File: src/rtl/sercmd_pkg.sv
package sercmd_pkg;

   typedef enum logic [1:0] {
      ADR_DIV   = 2'b00,
      ADR_RSVD  = 2'b01,
      ADR_CTRL  = 2'b10,
      ADR_DUMMY = 2'b11
   } cmd_addr_e;

   // Field order from MSB down to LSB. out_sel is carried by data bit 0.
   typedef struct packed {
      logic [1:0] pulse_width;
      logic       pulse_pol;
      logic       trig_edge;
      logic       pd_out_en;
      logic       lpf_open;
      logic       cp_halt;
      logic       vco_halt;
      logic       halt_all;
      logic       out_sel;
   } ctrl_word_t;

   localparam int CTRL_W = $bits(ctrl_word_t);
   localparam int ADDR_W = 2;

endpackage

File: src/rtl/sercmd_sync.sv
module sercmd_sync #(
   parameter int               WIDTH   = 3,
   parameter int               STAGES  = 2,
   parameter logic [WIDTH-1:0] RST_VAL = '0
) (
   input  logic             clk,
   input  logic             rst_n,
   input  logic [WIDTH-1:0] d,
   output logic [WIDTH-1:0] q
);

   if (STAGES < 2) begin : g_bad_stages
      $error("sercmd_sync: STAGES must be at least 2");
   end
   if (WIDTH < 1) begin : g_bad_width
      $error("sercmd_sync: WIDTH must be positive");
   end

   logic [WIDTH-1:0] stg [STAGES];

   for (genvar s = 0; s < STAGES; s++) begin : g_stage
      if (s == 0) begin : g_first
         always_ff @(posedge clk or negedge rst_n) begin
            if (!rst_n) stg[0] <= RST_VAL;
            else        stg[0] <= d;
         end
      end else begin : g_next
         always_ff @(posedge clk or negedge rst_n) begin
            if (!rst_n) stg[s] <= RST_VAL;
            else        stg[s] <= stg[s-1];
         end
      end
   end

   assign q = stg[STAGES-1];

endmodule

File: src/rtl/sercmd_shift.sv
module sercmd_shift #(
   parameter int FRAME_W = 32,
   localparam int CNT_W  = $clog2(FRAME_W + 2)
) (
   input  logic               clk,
   input  logic               rst_n,
   input  logic               cs_s,
   input  logic               sclk_s,
   input  logic               sdi_s,
   output logic               frame_vld,
   output logic [FRAME_W-1:0] frame_word,
   output logic [CNT_W-1:0]   bit_cnt
);

   localparam logic [CNT_W-1:0] CNT_FULL = CNT_W'(FRAME_W);
   localparam logic [CNT_W-1:0] CNT_SAT  = CNT_W'(FRAME_W + 1);

   if (FRAME_W < 4) begin : g_bad_frame
      $error("sercmd_shift: FRAME_W too small");
   end

   logic               sclk_d, cs_d;
   logic [FRAME_W-1:0] sh_q, sh_nx;
   logic [CNT_W-1:0]   cnt_q, cnt_nx;
   logic               take, cs_rise;

   // A bit is taken when the clock rises and select was low one sample earlier.
   // This lets an sclk edge that arrives together with the select edge still count.
   always_comb begin
      take    = sclk_s & ~sclk_d & ~cs_d;
      cs_rise = cs_s & ~cs_d;
      sh_nx   = take ? {sdi_s, sh_q[FRAME_W-1:1]} : sh_q;
      cnt_nx  = (take && cnt_q != CNT_SAT) ? cnt_q + 1'b1 : cnt_q;
   end

   always_ff @(posedge clk or negedge rst_n) begin
      if (!rst_n) begin
         sclk_d     <= 1'b0;
         cs_d       <= 1'b1;
         sh_q       <= '0;
         cnt_q      <= '0;
         frame_vld  <= 1'b0;
         frame_word <= '0;
      end else begin
         sclk_d    <= sclk_s;
         cs_d      <= cs_s;
         sh_q      <= sh_nx;
         cnt_q     <= cs_d ? '0 : cnt_nx;
         frame_vld <= cs_rise && (cnt_nx == CNT_FULL);
         if (cs_rise && (cnt_nx == CNT_FULL)) frame_word <= sh_nx;
      end
   end

   assign bit_cnt = cnt_q;

endmodule

File: src/rtl/sercmd_regs.sv
module sercmd_regs
   import sercmd_pkg::*;
#(
   parameter int ODIV_W = 3,
   parameter int FB_W   = 15,
   parameter int REF_W  = 12,
   localparam int DATA_W  = ODIV_W + FB_W + REF_W,
   localparam int FRAME_W = ADDR_W + DATA_W
) (
   input  logic               clk,
   input  logic               rst_n,
   input  logic               frame_vld,
   input  logic [FRAME_W-1:0] frame_word,
   output logic [ODIV_W-1:0]  odiv_q,
   output logic [FB_W-1:0]    fb_q,
   output logic [REF_W-1:0]   ref_q,
   output ctrl_word_t         ctrl_q,
   output logic               dummy_q
);

   localparam int FB_LSB  = ODIV_W;
   localparam int REF_LSB = ODIV_W + FB_W;

   if (CTRL_W > DATA_W) begin : g_bad_ctrl
      $error("sercmd_regs: control word wider than data field");
   end

   cmd_addr_e         addr;
   logic [DATA_W-1:0] data;

   assign addr = cmd_addr_e'(frame_word[ADDR_W-1:0]);
   assign data = frame_word[FRAME_W-1:ADDR_W];

   always_ff @(posedge clk or negedge rst_n) begin
      if (!rst_n) begin
         odiv_q  <= '0;
         fb_q    <= '0;
         ref_q   <= '0;
         ctrl_q  <= '0;
         dummy_q <= 1'b0;
      end else begin
         dummy_q <= 1'b0;
         if (frame_vld) begin
            unique case (addr)
               ADR_DIV: begin
                  odiv_q <= data[ODIV_W-1:0];
                  fb_q   <= data[FB_LSB +: FB_W];
                  ref_q  <= data[REF_LSB +: REF_W];
               end
               ADR_CTRL:  ctrl_q  <= ctrl_word_t'(data[CTRL_W-1:0]);
               ADR_DUMMY: dummy_q <= 1'b1;
               default:   ;
            endcase
         end
      end
   end

endmodule

File: src/rtl/sercmd_if.sv
module sercmd_if
   import sercmd_pkg::*;
#(
   parameter int ODIV_W      = 3,
   parameter int FB_W        = 15,
   parameter int REF_W       = 12,
   parameter int SYNC_STAGES = 2
) (
   input  logic              clk,
   input  logic              rst_n,
   input  logic              cs_n,
   input  logic              sclk,
   input  logic              sdi,
   output logic [ODIV_W-1:0] odiv_code,
   output logic [FB_W-1:0]   fb_div,
   output logic [REF_W-1:0]  ref_div,
   output logic              out_sel,
   output logic              halt_all,
   output logic              vco_halt,
   output logic              cp_halt,
   output logic              lpf_open,
   output logic              pd_out_en,
   output logic              trig_edge,
   output logic              pulse_pol,
   output logic [1:0]        pulse_width,
   output logic              dummy_trig
);

   localparam int DATA_W  = ODIV_W + FB_W + REF_W;
   localparam int FRAME_W = ADDR_W + DATA_W;
   localparam int CNT_W   = $clog2(FRAME_W + 2);
   localparam int CFG_W   = ODIV_W + FB_W + REF_W + CTRL_W;

   logic [2:0]         pins_s;
   logic               frame_vld;
   logic [FRAME_W-1:0] frame_word;
   logic [1:0]         frame_addr;
   logic [CNT_W-1:0]   bit_cnt;
   ctrl_word_t         ctrl;
   logic [CFG_W-1:0]   cfg_all;

   sercmd_sync #(.WIDTH(3), .STAGES(SYNC_STAGES), .RST_VAL(3'b100)) u_sync (
      .clk   (clk),
      .rst_n (rst_n),
      .d     ({cs_n, sclk, sdi}),
      .q     (pins_s)
   );

   sercmd_shift #(.FRAME_W(FRAME_W)) u_shift (
      .clk        (clk),
      .rst_n      (rst_n),
      .cs_s       (pins_s[2]),
      .sclk_s     (pins_s[1]),
      .sdi_s      (pins_s[0]),
      .frame_vld  (frame_vld),
      .frame_word (frame_word),
      .bit_cnt    (bit_cnt)
   );

   sercmd_regs #(.ODIV_W(ODIV_W), .FB_W(FB_W), .REF_W(REF_W)) u_regs (
      .clk        (clk),
      .rst_n      (rst_n),
      .frame_vld  (frame_vld),
      .frame_word (frame_word),
      .odiv_q     (odiv_code),
      .fb_q       (fb_div),
      .ref_q      (ref_div),
      .ctrl_q     (ctrl),
      .dummy_q    (dummy_trig)
   );

   assign frame_addr  = frame_word[1:0];
   assign out_sel     = ctrl.out_sel;
   assign halt_all    = ctrl.halt_all;
   assign vco_halt    = ctrl.vco_halt;
   assign cp_halt     = ctrl.cp_halt;
   assign lpf_open    = ctrl.lpf_open;
   assign pd_out_en   = ctrl.pd_out_en;
   assign trig_edge   = ctrl.trig_edge;
   assign pulse_pol   = ctrl.pulse_pol;
   assign pulse_width = ctrl.pulse_width;
   assign cfg_all     = {odiv_code, fb_div, ref_div, ctrl};

endmodule

File: config.mk
export PLATFORM = sky130hd
export DESIGN_NAME = sercmd_if
export DESIGN_NICKNAME = d
export VERILOG_FILES = /design/src/rtl/sercmd_pkg.sv /design/src/rtl/sercmd_sync.sv /design/src/rtl/sercmd_shift.sv /design/src/rtl/sercmd_regs.sv /design/src/rtl/sercmd_if.sv
export SDC_FILE = /design/constraint.sdc
export NUM_CORES = 1
export LEC_CHECK = 0
export ABC_AREA = 1
export ABC_CLOCK_PERIOD_IN_PS = 5260
export CORE_MARGIN = 1
export CORE_UTILIZATION = 52
export CTS_CLUSTER_DIAMETER = 150
export DETAILED_ROUTE_END_ITERATION = 8
export DONT_BUFFER_PORTS = 1
export GPL_TIMING_DRIVEN = 0
export PLACE_DENSITY = 0.74
export SKIP_CTS_REPAIR_TIMING = 1
export SYNTH_ARGS = -nofsm -noshare
export SYNTH_HDL_FRONTEND = slang
export SYNTH_SLANG_ARGS = --single-unit
File: constraint.sdc
create_clock -name clk -period 5.26 [get_ports clk]
set_clock_uncertainty 0.1 [all_clocks]
set_input_delay 1.578 -clock clk [delete_from_list [all_inputs] [get_ports clk]]
set_output_delay 1.578 -clock clk [all_outputs]
set_load 0.02 [all_outputs]
**Yosys cells after proc, flatten, opt, wreduce, memory -nomap -nowiden**

Cells that the tools add are included.

- Bits in registers: 120
- Input port bits: 5
- Output and inout bits: 41
- Logic and storage cells: 41

- $add $sub $neg: 1
- Equal/unequal tests: 4
- Multiplexer cells: 5
- Bitwise logic cells: 5
- Reduce and logical (&&, ||, !) cells: 5

Operator list:

| cell | count |
|---|---|
| 32-bit two-way mux | 1 |
| 6-bit two-way mux | 2 |
| 6-bit by 1-bit adder with 6-bit output (second input constant) | 1 |
| 6-bit == test (second input constant) | 1 |
| 6-bit != test (second input constant) | 1 |
| 2-bit == test (second input constant) | 2 |
| 2-bit AND reduction | 2 |
| 1-bit AND | 3 |
| 1-bit logical AND | 2 |
| 2-bit zero test | 1 |
| 1-bit two-way mux | 2 |
| 1-bit NOT | 2 |

**Depth between registers and ports, before layout**

Gate-level depths: netlist (run 1).

- Depth after elaboration: 7
- Depth in mapped cells: 14
- Depth with buffers taken out: 13

**By module**

Synthesis (run 1) repeated with hierarchy kept, for this count alone.

- Cells, all modules: 520
- Area total of the unflattened synthesis: 4874.7 µm²

Modules (own cells, without submodules):

| module | instances | cells each | area an instance (µm²) | sequential area each (µm²) |
|---|---|---|---|---|
| sercmd_shift | 1 | 331 | 3042.9 | 1828.0 |
| sercmd_regs | 1 | 180 | 1656.6 | 1026.0 |
| sercmd_sync | 1 | 9 | 175.2 | 152.6 |

**Worst setup path after synthesis (run 1)**

Ideal clock, no wire load.

- Path kind: register to output
- Start: reg u_regs.ctrl_q[3] in the netlist's numbering
- End: out cp_halt
- Arrival: 0.425 ns
- Required time: 3.582 ns
- Slack: 3.157 ns
- Cell stages (with the launch flop): 1
- Path buffers: 0
- Cell sequence: dfrtp_1

RTL lines:

| element | line | RTL |
|---|---|---|
| start: declaration | sercmd_regs.sv:17 | `output ctrl_word_t ctrl_q,` |
| start signal: assignment | sercmd_regs.sv:50 | `ADR_CTRL: ctrl_q <= ctrl_word_t'(data[CTRL_W-1:0]);` |
| end: declaration | sercmd_if.sv:20 | `output logic cp_halt,` |

No word-level cell between the ends.

**Final worst setup path (run 1)**

- Start: reg u_regs.ctrl_q[7] in the netlist's numbering
- End: out pulse_pol

RTL lines:

| element | line | RTL |
|---|---|---|
| end: declaration | sercmd_if.sv:24 | `output logic pulse_pol,` |

No word-level cell between the ends.

==> metrics.md, run 1 <==
| Metric | Value |
|---|---|
| Status | `completed` |
| Ranking of synthesized cells by area | `dfrtp_1, nand2_1, o21ai_0` |
| Via density per instance | `between 5 and 6` |
| Via count | `between 3000 and 4000` |
| Vias in the first global route | `about 3300` |
| Most numerous cell in the Yosys netlist | `nand2_1` |
| Routed Antenna Nets | `0` |
| Max_slew headroom | `0.613` |
| EDFF count, synth | `0` |
| HP Class | `flip-flop to flip-flop` |
| Sw Share | `0.212` |
| Worst r2r path cells | `14` |
| Clk_lat worst skew | `roughly 0.5 ns` |
| Total power per unit cell area | `between 300 and 400 mW/mm^2` |
| WL/cell | `~15 um` |
| Final Hold Fails | `0` |
| Cell Area, Placed | `between 0.004 and 0.005 mm^2` |
| Final Setup Violations | `0` |
| NetSw | `roughly 0.00044 W` |
| Max Slew Vio Count | `0` |
| Area grow syn2layout | `15.0%` |
| Ys flop type | `dfrtp_1` |
| Int Pwr | `roughly 0.0017 W` |
| Number of diodes | `0` |
| Register share of total power | `0.454` |
| Power share of the clock group | `0.525` |
| Final RePlAce weighted congestion | `about 0.8` |
| Critical path class | `flip-flop to output pin` |
| TritonCTS buffer count | `17` |
| Register area share after synthesis | `0.636` |
| Post-synth ARST share | `1.00` |
| Grt ovf | `0` |
| Slew @ Worst Pin | `around 0.58 ns` |
| DR pass1 iterations | `5` |
| Logic pwr share | `0.021` |
| Leakage power | `about 2.7 nW` |
| Total clock sinks | `between 100 and 150` |
| F_max | `378 MHz` |
| CP endpoint kind | `output pin` |
| Die width | `around 97 um` |
| Number of fill cells | `700` |
| Critical path required time | `3.58 ns` |
| Top fanout value on the critical path | `2` |
| Root buffer cell | `clkbuf_8` |
| TritonCTS clock tree | `yes` |
| Layout cells sized above 1 | `0.168` |
| Rows | `34` |
| Clock buffer depth | `2` |
| Synth top area share | `0.619` |
| Final HPWL DP | `between 5000 and 6000 um` |
| Global-route wire length before repair | `roughly 15000 um` |
| Critical Path AT | `0.97 ns` |
| Initial antenna violation count | `0` |
| Setup TNS | `0 ns` |
| Final nets | `around 480` |
| Minimum clock period | `between 2 and 3 ns` |
| Yosys reg bits | `between 100 and 150` |
| Mapped cell area | `between 0.004 and 0.005 mm^2` |
| Worst-path clk slew | `~0.060 ns` |
| VDD IR max | `between 0.0002 and 0.00025 V` |
| Syn Nets | `approximately 460` |
| WP depth | `0` |
| Yosys Warn Count | `0` |
| Startpoint types | `flip-flop` |
| # Max-Cap Violations | `0` |
| Cell variety after synth | `25` |
| Initial DRC count | `207` |
| DRT Wirelength | `roughly 8900 um` |
| GR Util All Layers | `0.207` |
| PortBufs | `0` |
| Post-route cell area | `between 0.005 and 0.006 mm^2` |
| Worst Hold Path Cells | `0` |
| Initial core utilization | `0.539` |
| Cell accounting for the most synthesized area | `dfrtp_1` |
| Most common library cells after synthesis | `nand2_1, dfrtp_1, o21ai_0` |
| Io pins | `46` |
| Avg Cell Area, Syn | `about 10 um^2` |
| Die height | `97.3 um` |
| DRC | `0` |
| Die Area | `0.00948 mm^2` |
| H-tree depth | `4` |
| Area occupied by multi-input gates | `between 0.001 and 0.0015 mm^2` |
| Syn Inst Count | `between 400 and 500` |
| Core Area | `~0.0088 mm^2` |
| Reg area | `~0.0030 mm^2` |
| Largest net degree at the start of global routing | `approximately 120` |
| Period utilisation layout | `0.504` |
| RSZ-0062 raised after global routing | `no` |
[logic make-up (layout without fill, tap and decap cells)]
kind of cell    after synthesis  after routing  share of synthesized area
simple gates                193            193                      0.187
flops                       120            120                      0.636
buf+inv                      65             97                     0.0625
compound gates               56             56                     0.0601
mux                          20             20                     0.0476
fa+ha+maj                     2              2                    0.00529
xor+xnor                      1              1                    0.00185
[routing by layer]
metal | global-route usage | share of wire
met5 | 0 | 0
met4 | 0.0645 | 0.011
met3 | 0.0662 | 0.056
met2 | 0.343 | 0.50
met1 | 0.262 | 0.43
[power by group through the flow]
stage | Combinational, W | Sequential, W | Clock, W
6_report | 0.0000444 | 0.000953 | 0.00110
5_1_grt | 0.0000503 | 0.000955 | 0.00115
4_1_cts | 0.0000447 | 0.000953 | 0.00111
3_5_place_dp | 0.0000430 | 0.000969 | 0
3_3_place_gp | 0.0000415 | 0.000968 | 0
2_1_floorplan | 0.0000331 | 0.000967 | 0
[stage by stage]
step	setup slack, ns	hold slack, ns	util	cells	total power [W]
after detailed placement	3.13	0.243	0.555	565	0.00101
after global placement	3.14	0.236	0.555	565	0.00101
after global routing	2.57	0.261	0.620	597	0.00216
after floorplan	3.16	0.231	-	457	0.00100
after CTS	2.58	0.257	0.620	597	0.00211
final	2.61	0.253	0.620	597	0.00210
[worst paths after layout]
check | start | to | slack, ns
worst min-delay path | u_sync.stg[4]$_DFF_PN0_ | u_sync.q[1]$_DFF_PN0_ | 0.25
max in group asynchronous | rst_n | u_sync.stg[5]$_DFF_PN1_ | 4.19
worst min register to register | u_sync.stg[4]$_DFF_PN0_ | u_sync.q[1]$_DFF_PN0_ | 0.25
worst max register to register | u_shift.bit_cnt[1]$_DFF_PN0_ | u_shift.frame_word[11]$_DFFE_PN0P_ | 3.20
min in group asynchronous | rst_n | u_regs.fb_q[1]$_DFFE_PN0P_ | 0.66
worst max-delay path | u_regs.ctrl_q[7]$_DFFE_PN0P_ | pulse_pol | 2.61
[registers in the layout, indices dropped and copies added (netlist names)]
name                count
u_shift.frame_word     32
u_shift.sh_q           32
u_regs.fb_q            15
u_regs.ref_q           12
u_regs.ctrl_q          10
u_shift.bit_cnt         6
u_regs.odiv_q           3
u_sync.q                3
u_sync.stg              3
u_regs.dummy_q          1
u_shift.cs_d            1
u_shift.frame_vld       1
u_shift.sclk_d          1
[layout by cell type, fill, tap and decap left out]
| master | n |
|---|---|
| nand2_1 | 132 |
| dfrtp_1 | 117 |
| o21ai_0 | 52 |
| inv_1 | 37 |
| nand4_1 | 33 |
| mux2_2 | 20 |
| clkbuf_16 | 16 |
| clkbuf_1 | 12 |
| nor2_1 | 9 |
| buf_2 | 8 |
| nand3_1 | 8 |
| buf_6 | 4 |
| nor2_2 | 4 |
| clkinvlp_4 | 4 |
| buf_4 | 3 |
| a21oi_1 | 3 |
| clkbuf_8 | 3 |
| clkinv_2 | 3 |
| dfstp_2 | 3 |
| nand2_2 | 2 |
| nand3_2 | 2 |
| inv_2 | 2 |
| ha_1 | 2 |
| bufinv_16 | 2 |
| buf_1 | 1 |
| o21ai_2 | 1 |
| xor2_1 | 1 |
| nor2_8 | 1 |
| nor2_4 | 1 |
| nand3_4 | 1 |
| inv_6 | 1 |
| clkinv_4 | 1 |
[area by class of cell]
type	count	area share
buffer	26	0.0274
clock buffer	21	0.0827
clock inverter	11	0.0226
inverter	39	0.0269
multi-input combinational	272	0.262
sequential	120	0.553
tap	108	0.0249
Note: power is estimated with default switching activity, not from simulation.
==> run 2, diff against run 1 <==
--- a/config.mk
+++ b/config.mk
@@ -5,8 +5,8 @@
 export SDC_FILE = /design/constraint.sdc
 export NUM_CORES = 1
 export LEC_CHECK = 0
-export ABC_AREA = 1
-export ABC_CLOCK_PERIOD_IN_PS = 5260
+export ABC_AREA = 0
+export ABC_CLOCK_PERIOD_IN_PS = 2700
 export CORE_MARGIN = 1
 export CORE_UTILIZATION = 52
 export CTS_CLUSTER_DIAMETER = 150
==> constraint.sdc (replaced) <==
create_clock -name clk -period 2.7 [get_ports clk]
set_clock_uncertainty 0.1 [all_clocks]
set_input_delay 0.81 -clock clk [delete_from_list [all_inputs] [get_ports clk]]
set_output_delay 0.81 -clock clk [all_outputs]
set_load 0.02 [all_outputs]
==> metrics.md, run 2 <==
| Metric | Value |
|---|---|
| Die height | `95.7 um (-1.7%)` |
| Top fanout value on the critical path | `10 (+8)` |
| Status | `finished with violations` |
| Worst hold slack | `-0.0994 ns (-0.352 ns)` |
| Critical path required time | `2.99 ns (-0.59 ns)` |
| Avg Cell Area, Syn | `16.3 um^2 (+57%)` |
| Core Area | `0.00834 mm^2 (-4.8%)` |
| EDFF count, synth | `0 (unchanged)` |
| TritonCTS buffer count | `17 (unchanged)` |
| CP cell instances | `nand2b_1 > o41a_1 > or4_4 > a211oi_4 > buf_6 > buf_8 > mux2_2` |
| Cell variety after synth | `31 (+24%)` |
| Minimum clock period | `roughly 2.6 ns` |
| Mapped cell area | `0.00456 mm^2 (-3.5%)` |
| Final Non-Filler Cells | `420 (-30%)` |
| Final RePlAce weighted congestion | `0.728 (-7.7%)` |
| Initial antenna violation count | `0 (unchanged)` |
| Critical Path AT | `2.92 ns (+1.95 ns)` |
| DRC | `0 (unchanged)` |
| Inst Count DP | `385 (-32%)` |
| Critical path class | `flip-flop to flip-flop` |
| Most common library cells after synthesis | `dfrtp_1, mux2_2, clkbuf_1` |
| Layout cells sized above 1 | `0.479 (+0.312)` |
| FF-to-FF End | `u_shift.frame_word[28]$_DFFE_PN0P_` |
| Violated checks | `hold timing` |
| Synth top area share | `0.642 (+0.0226)` |
| Worst Setup SP | `u_shift.bit_cnt[4]$_DFF_PN0_` |
| Routed Antenna Nets | `0 (unchanged)` |
| Setup TNS | `0 ns (unchanged)` |
| Cell accounting for the most synthesized area | `dfrtp_1` |
| Via density per instance | `5.38 (+0.21%)` |
| Max Slew Vio Count | `0 (unchanged)` |
| Clock buffer depth | `2 (unchanged)` |
| Most frequent cells in the layout | `dfrtp_1, mux2_2, clkbuf_16` |
| CP endpoint kind | `flip-flop` |
| Final HPWL DP | `4190 um (-23%)` |
| PortBufs | `0 (unchanged)` |
| Worst r2r src | `u_shift.bit_cnt[4]$_DFF_PN0_` |
| Worst Path Buf+Inv | `2` |
| WP depth | `7 (+7)` |
| Worst path top cell family by delay | `simple AND/OR/NAND/NOR gates` |
| Rows | `33 (-2.9%)` |
| Global-route wire length before repair | `11700 um (-24%)` |
| Initial DRC count | `65 (-69%)` |
| Area grow syn2layout | `16.9%` |
| Fin util | `0.639 (+0.0193)` |
| Commonest non-fill, non-tap cell in the layout | `dfrtp_1` |
| Worst Setup EP | `u_shift.frame_word[28]$_DFFE_PN0P_` |
| Worst-path clk slew | `0.05 ns (about the same)` |
| # Max-Cap Violations | `0 (unchanged)` |
| Reg2reg setup slack | `0.07 ns (-3.13 ns)` |
| Total clock sinks | `120 (unchanged)` |
| HP Class | `input pin to asynchronous set/reset pin` |
| Leakage power | `2.62 nW (-2.2%)` |
| DR pass1 iterations | `4 (-1)` |
| Max_slew headroom | `0.535 (-0.0779)` |
| H-tree depth | `4 (unchanged)` |
| DRT Wirelength | `7150 um (-19%)` |
| Total power per unit cell area | `788 mW/mm^2 (+100%)` |
| Clk_lat worst skew | `0.51 ns (about the same)` |
| Final Setup Violations | `0 (unchanged)` |
| F_max | `roughly 380 MHz` |
| Largest stage delay on the critical path | `about 0.50 ns` |
| Root buffer cell | `clkbuf_8` |
| VDD IR max | `0.000417 V (+110%)` |
| Most numerous cell in the Yosys netlist | `dfrtp_1` |
| Register area share after synthesis | `0.659 (+0.0232)` |
| Io pins | `46 (unchanged)` |
| Die width | `95.7 um (-1.7%)` |
| Yosys reg bits | `120 (unchanged)` |
| Largest net degree at the start of global routing | `121 (unchanged)` |
| Number of diodes | `0 (unchanged)` |
| Final nets | `310 (-36%)` |
| Vias in the first global route | `2459 (-26%)` |
| Via count | `2261 (-29%)` |
| Ys flop type | `dfrtp_1` |
| Ranking of synthesized cells by area | `dfrtp_1, mux2_2, dfstp_2` |
| Initial core utilization | `0.547 (+0.00740)` |
| Syn Inst Count | `280 (-39%)` |
| Final Hold Fails | `117 (+117)` |
| Startpoint types | `flip-flop` |
| WL/cell | `17.0 um (+14%)` |
| Grt ovf | `0 (unchanged)` |
| Syn Nets | `287 (-38%)` |
| Period utilisation layout | `0.975` |
| TritonCTS clock tree | `yes` |
| Slew @ Worst Pin | `0.697 ns (+0.117 ns)` |
| Worst r2r path cells | `7 (-7)` |
| Top Registers | `u_shift.frame_word x32, u_shift.sh_q x32, u_regs.fb_q x15` |
| Yosys Warn Count | `0 (unchanged)` |
| Post-synth ARST share | `1.00 (unchanged)` |
| Die Area | `0.00915 mm^2 (-3.5%)` |
| Critical path's slowest cell | `or4_4` |
| GR Util All Layers | `0.178 (-0.0299)` |
run 2: worst reg2reg max path, cell delays in order, from the launching register on:
cell and delay [ns]:
dfrtp_1 0.41, nand2b_1 0.20, o41a_1 0.42, or4_4 0.50
a211oi_4 0.22, buf_6 0.17, buf_8 0.15, mux2_2 0.34
run 2: cell type report:
class                   instances  area (um^2)
clock inverters                11          149
repair buffers                  5         41.3
inverters                       2         7.51
multi-input cells             145         1470
well taps                     105          131
flip-flops and latches        120         3010
clock buffers                  20          435
plain buffers                  12         85.1
fillers                       605         3010
run 2: logic make-up after synthesis:
logic type | count (synthesis) | share of synthesized area
adders and majority gates | 2 | 0.00549
muxes | 106 | 0.262
xor gates and xnor gates | 4 | 0.00768
AOI/OAI and AO/OA | 8 | 0.0159
DFF | 120 | 0.659
buffers and inverters | 15 | 0.0176
and+or+nand+nor | 25 | 0.0324
run 2: through the flow:
step,setup WS (ns),total power [W],instance area (um^2)
floorplan,0.00470,0.00201,4560
global placement,-0.275,0.00203,4690
detailed placement,-0.304,0.00204,4690
CTS,-0.323,0.00423,5280
global route,-0.0324,0.00434,5330
finish,0.0673,0.00420,5330
run 2: worst min path at each step:
stage | start | endpoint | slack, ns | cells past startpoint
final | rst_n | u_regs.odiv_q[2]$_DFFE_PN0P_ | -0.1 | 0
after global routing | rst_n | u_regs.ref_q[7]$_DFFE_PN0P_ | -0.13 | 0
after CTS | rst_n | u_regs.ref_q[7]$_DFFE_PN0P_ | -0.13 | 0
after detailed placement | u_sync.stg[5]$_DFF_PN1_ | u_sync.q[2]$_DFF_PN1_ | 0.25 | 0
after global placement | u_sync.stg[3]$_DFF_PN0_ | u_sync.q[0]$_DFF_PN0_ | 0.23 | 0
after floorplan | u_sync.stg[3]$_DFF_PN0_ | u_sync.q[0]$_DFF_PN0_ | 0.23 | 0
run 2: metal layers:
layer | track usage | share of wire | up-vias
met5 | 0 | 0 | -
met4 | 0.0672 | 0.013 | 0
met3 | 0.0758 | 0.043 | 9
met2 | 0.282 | 0.49 | 43
met1 | 0.216 | 0.46 | 1166
li1 | - | - | 1043
run 2: power by group:
group          switching [W]  internal (W)
logic              0.0000431     0.0000601
clock network       0.000766       0.00143
registers          0.0000368       0.00187
==> run 3, diff against run 2 <==
--- a/config.mk
+++ b/config.mk
@@ -5,7 +5,7 @@
 export SDC_FILE = /design/constraint.sdc
 export NUM_CORES = 1
 export LEC_CHECK = 0
-export ABC_AREA = 0
+export ABC_AREA = 1
 export ABC_CLOCK_PERIOD_IN_PS = 2700
 export CORE_MARGIN = 1
 export CORE_UTILIZATION = 52
@@ -14,6 +14,7 @@
 export DONT_BUFFER_PORTS = 1
 export GPL_TIMING_DRIVEN = 0
 export PLACE_DENSITY = 0.74
+export REMOVE_ABC_BUFFERS = 1
 export SKIP_CTS_REPAIR_TIMING = 1
 export SYNTH_ARGS = -nofsm -noshare
 export SYNTH_HDL_FRONTEND = slang
==> metrics.md, run 3 (same netlist as run 1, synthesis figures left out) <==
| Metric | Value |
|---|---|
| Status | `finished with violations` |
| Violated checks | `hold timing` |
| Cell with the most instances on the worst path | `nand2_1` |
| Top Registers | `u_shift.frame_word x32, u_shift.sh_q x32, u_regs.fb_q x15` |
| Final HPWL DP | `4470 um (+6.8%)` |
| Sw Share | `0.197 (-0.00405)` |
| DR pass1 iterations | `4 (unchanged)` |
| Die width | `97.3 um (+1.8%)` |
| TritonCTS buffer count | `17 (unchanged)` |
| Grt ovf | `0 (unchanged)` |
| Die height | `97.3 um (+1.8%)` |
| Final Setup Violations | `0 (unchanged)` |
| Routed Antenna Nets | `0 (unchanged)` |
| Via density per instance | `5.45 (+1.3%)` |
| Most frequent cells in the layout | `nand2_1, dfrtp_1, o21ai_0` |
| Max Slew Vio Count | `0 (unchanged)` |
| Final Non-Filler Cells | `580 (+38%)` |
| Number of diodes | `0 (unchanged)` |
| DRC | `0 (unchanged)` |
| GR Util All Layers | `0.192 (+0.0144)` |
| Clock buffer depth | `2 (unchanged)` |
| Via count | `3162 (+40%)` |
| Initial DRC count | `274 (+320%)` |
| Slew @ Worst Pin | `0.867 ns (+0.169 ns)` |
| Rows | `34 (+3.0%)` |
| Io pins | `46 (unchanged)` |
| Leakage power | `2.67 nW (+1.7%)` |
| Int Pwr | `0.00351 W (+4.5%)` |
| Final RePlAce weighted congestion | `0.714 (-1.8%)` |
| Layout cells sized above 1 | `0.163 (-0.316)` |
| TritonCTS clock tree | `yes` |
| DRT Wirelength | `9290 um (+30%)` |
| Top fanout value on the critical path | `19 (+9)` |
| Startpoint types | `flip-flop` |
| Largest net degree at the start of global routing | `121 (unchanged)` |
| Max_slew headroom | `0.422 (-0.114)` |
| Initial antenna violation count | `0 (unchanged)` |
| Logic pwr share | `0.021 (-0.004)` |
| Power share of the clock group | `0.554 (+0.032)` |
| Largest stage delay on the critical path | `0.48 ns (-0.02 ns)` |
| Core Area | `0.00876 mm^2 (+5.1%)` |
| Area grow syn2layout | `15.7%` |
| Minimum clock period | `2.47 ns (-0.167 ns)` |
| Inst Count DP | `539 (+40%)` |
| H-tree depth | `4 (unchanged)` |
| Register share of total power | `0.426 (-0.028)` |
| CP cell instances | `nand2_1 > nor2_4 > nor2_1 > nor2_4 > nand3_4 > nand2_1 > nand2_1` |
| Root buffer cell | `clkbuf_8` |
| Final Hold Fails | `117 (unchanged)` |
| Period utilisation layout | `0.913 (-0.0618)` |
| Critical Path AT | `2.75 ns (-0.17 ns)` |
| Vias in the first global route | `3145 (+28%)` |
| Global-route wire length before repair | `14400 um (+23%)` |
| VDD IR max | `0.000967 V (+130%)` |
| F_max | `406 MHz (+6.8%)` |
| Final nets | `466 (+50%)` |
| # Max-Cap Violations | `0 (unchanged)` |
| Critical path class | `flip-flop to flip-flop` |
| Post-Place Worst Slack | `-1.14 ns (-0.833 ns)` |
| CP endpoint kind | `flip-flop` |
| Critical path required time | `2.98 ns (about the same)` |
| Worst-path clk slew | `0.05 ns (about the same)` |
| Total power per unit cell area | `799 mW/mm^2 (+1.4%)` |
| Clk_lat worst skew | `0.50 ns (about the same)` |
| HP Class | `input pin to asynchronous set/reset pin` |
| Die Area | `0.00948 mm^2 (+3.6%)` |
| RSZ-0062 raised after global routing | `no` |
| PortBufs | `0 (unchanged)` |
| Total power | `0.00437 W (+4.0%)` |
| NetSw | `0.000862 W (+1.9%)` |
| Total clock sinks | `120 (unchanged)` |
| Critical path's slowest cell | `nor2_4` |
| WL/cell | `16.0 um (-6.0%)` |
| Worst hold slack | `-0.0948 ns (+0.00457 ns)` |
| Final worst-path setup slack | `0.234 ns (+0.167 ns)` |
| Commonest non-fill, non-tap cell in the layout | `nand2_1` |
| Initial core utilization | `0.539 (-0.00740)` |
-- run 3: path summary, 6_finish.rpt --
| check | startpoint | end | slack, ns | cells after the start |
|---|---|---|---|---|
| max reg2reg | u_sync.q[1]$_DFF_PN0_ | u_shift.frame_word[19]$_DFFE_PN0P_ | 0.23 | 7 |
| min in group clk | cs_n | u_sync.stg[5]$_DFF_PN1_ | 0.21 | 0 |
| min reg2reg | u_sync.stg[4]$_DFF_PN0_ | u_sync.q[1]$_DFF_PN0_ | 0.25 | 0 |
| max | u_sync.q[1]$_DFF_PN0_ | u_shift.frame_word[19]$_DFFE_PN0P_ | 0.23 | 7 |
| max in group asynchronous | rst_n | u_shift.cs_d$_DFF_PN1_ | 2.32 | 0 |
| min | rst_n | u_regs.dummy_q$_DFF_PN0_ | -0.09 | 0 |
-- run 3: metrics by stage --
step | setup TNS, ns | instance area [um^2] | util
2_1_floorplan | -2.94 | 4580 | -
3_5_place_dp | -36.93 | 4720 | 0.538
6_report | 0 | 5470 | 0.624
5_1_grt | 0 | 5470 | 0.624
3_3_place_gp | -34.68 | 4710 | 0.538
4_1_cts | -38.63 | 5360 | 0.612
-- run 3: per-layer routing --
metal,global-route usage,part of all wire
met5,0,0
met4,0.0735,0.010
met3,0.0547,0.064
met2,0.331,0.50
met1,0.228,0.43
-- run 3: area by class of cell --
type                       instances  area (um^2)
tap                              108          135
clock buffer                      21          449
fill                             687         3290
multi-input combinational        277         1500
sequential                       120         3010
timing repair buffer               4         42.5
inverter                          39          146
clock inverter                    11          194
-- run 3: critical path: cells and delay by family (launching register included) --
family,cells,cell delay [ns]
simple gates,7,1.82
flops,1,0.41
-- run 3: power by group through the flow --
stage | clock network (W) | registers [W] | logic (W)
2_1_floorplan | 0 | 0.00189 | 0.0000562
6_report | 0.00242 | 0.00186 | 0.0000910
5_1_grt | 0.00253 | 0.00186 | 0.000102
3_5_place_dp | 0 | 0.00189 | 0.0000726
4_1_cts | 0.00245 | 0.00186 | 0.0000735
3_3_place_gp | 0 | 0.00189 | 0.0000701
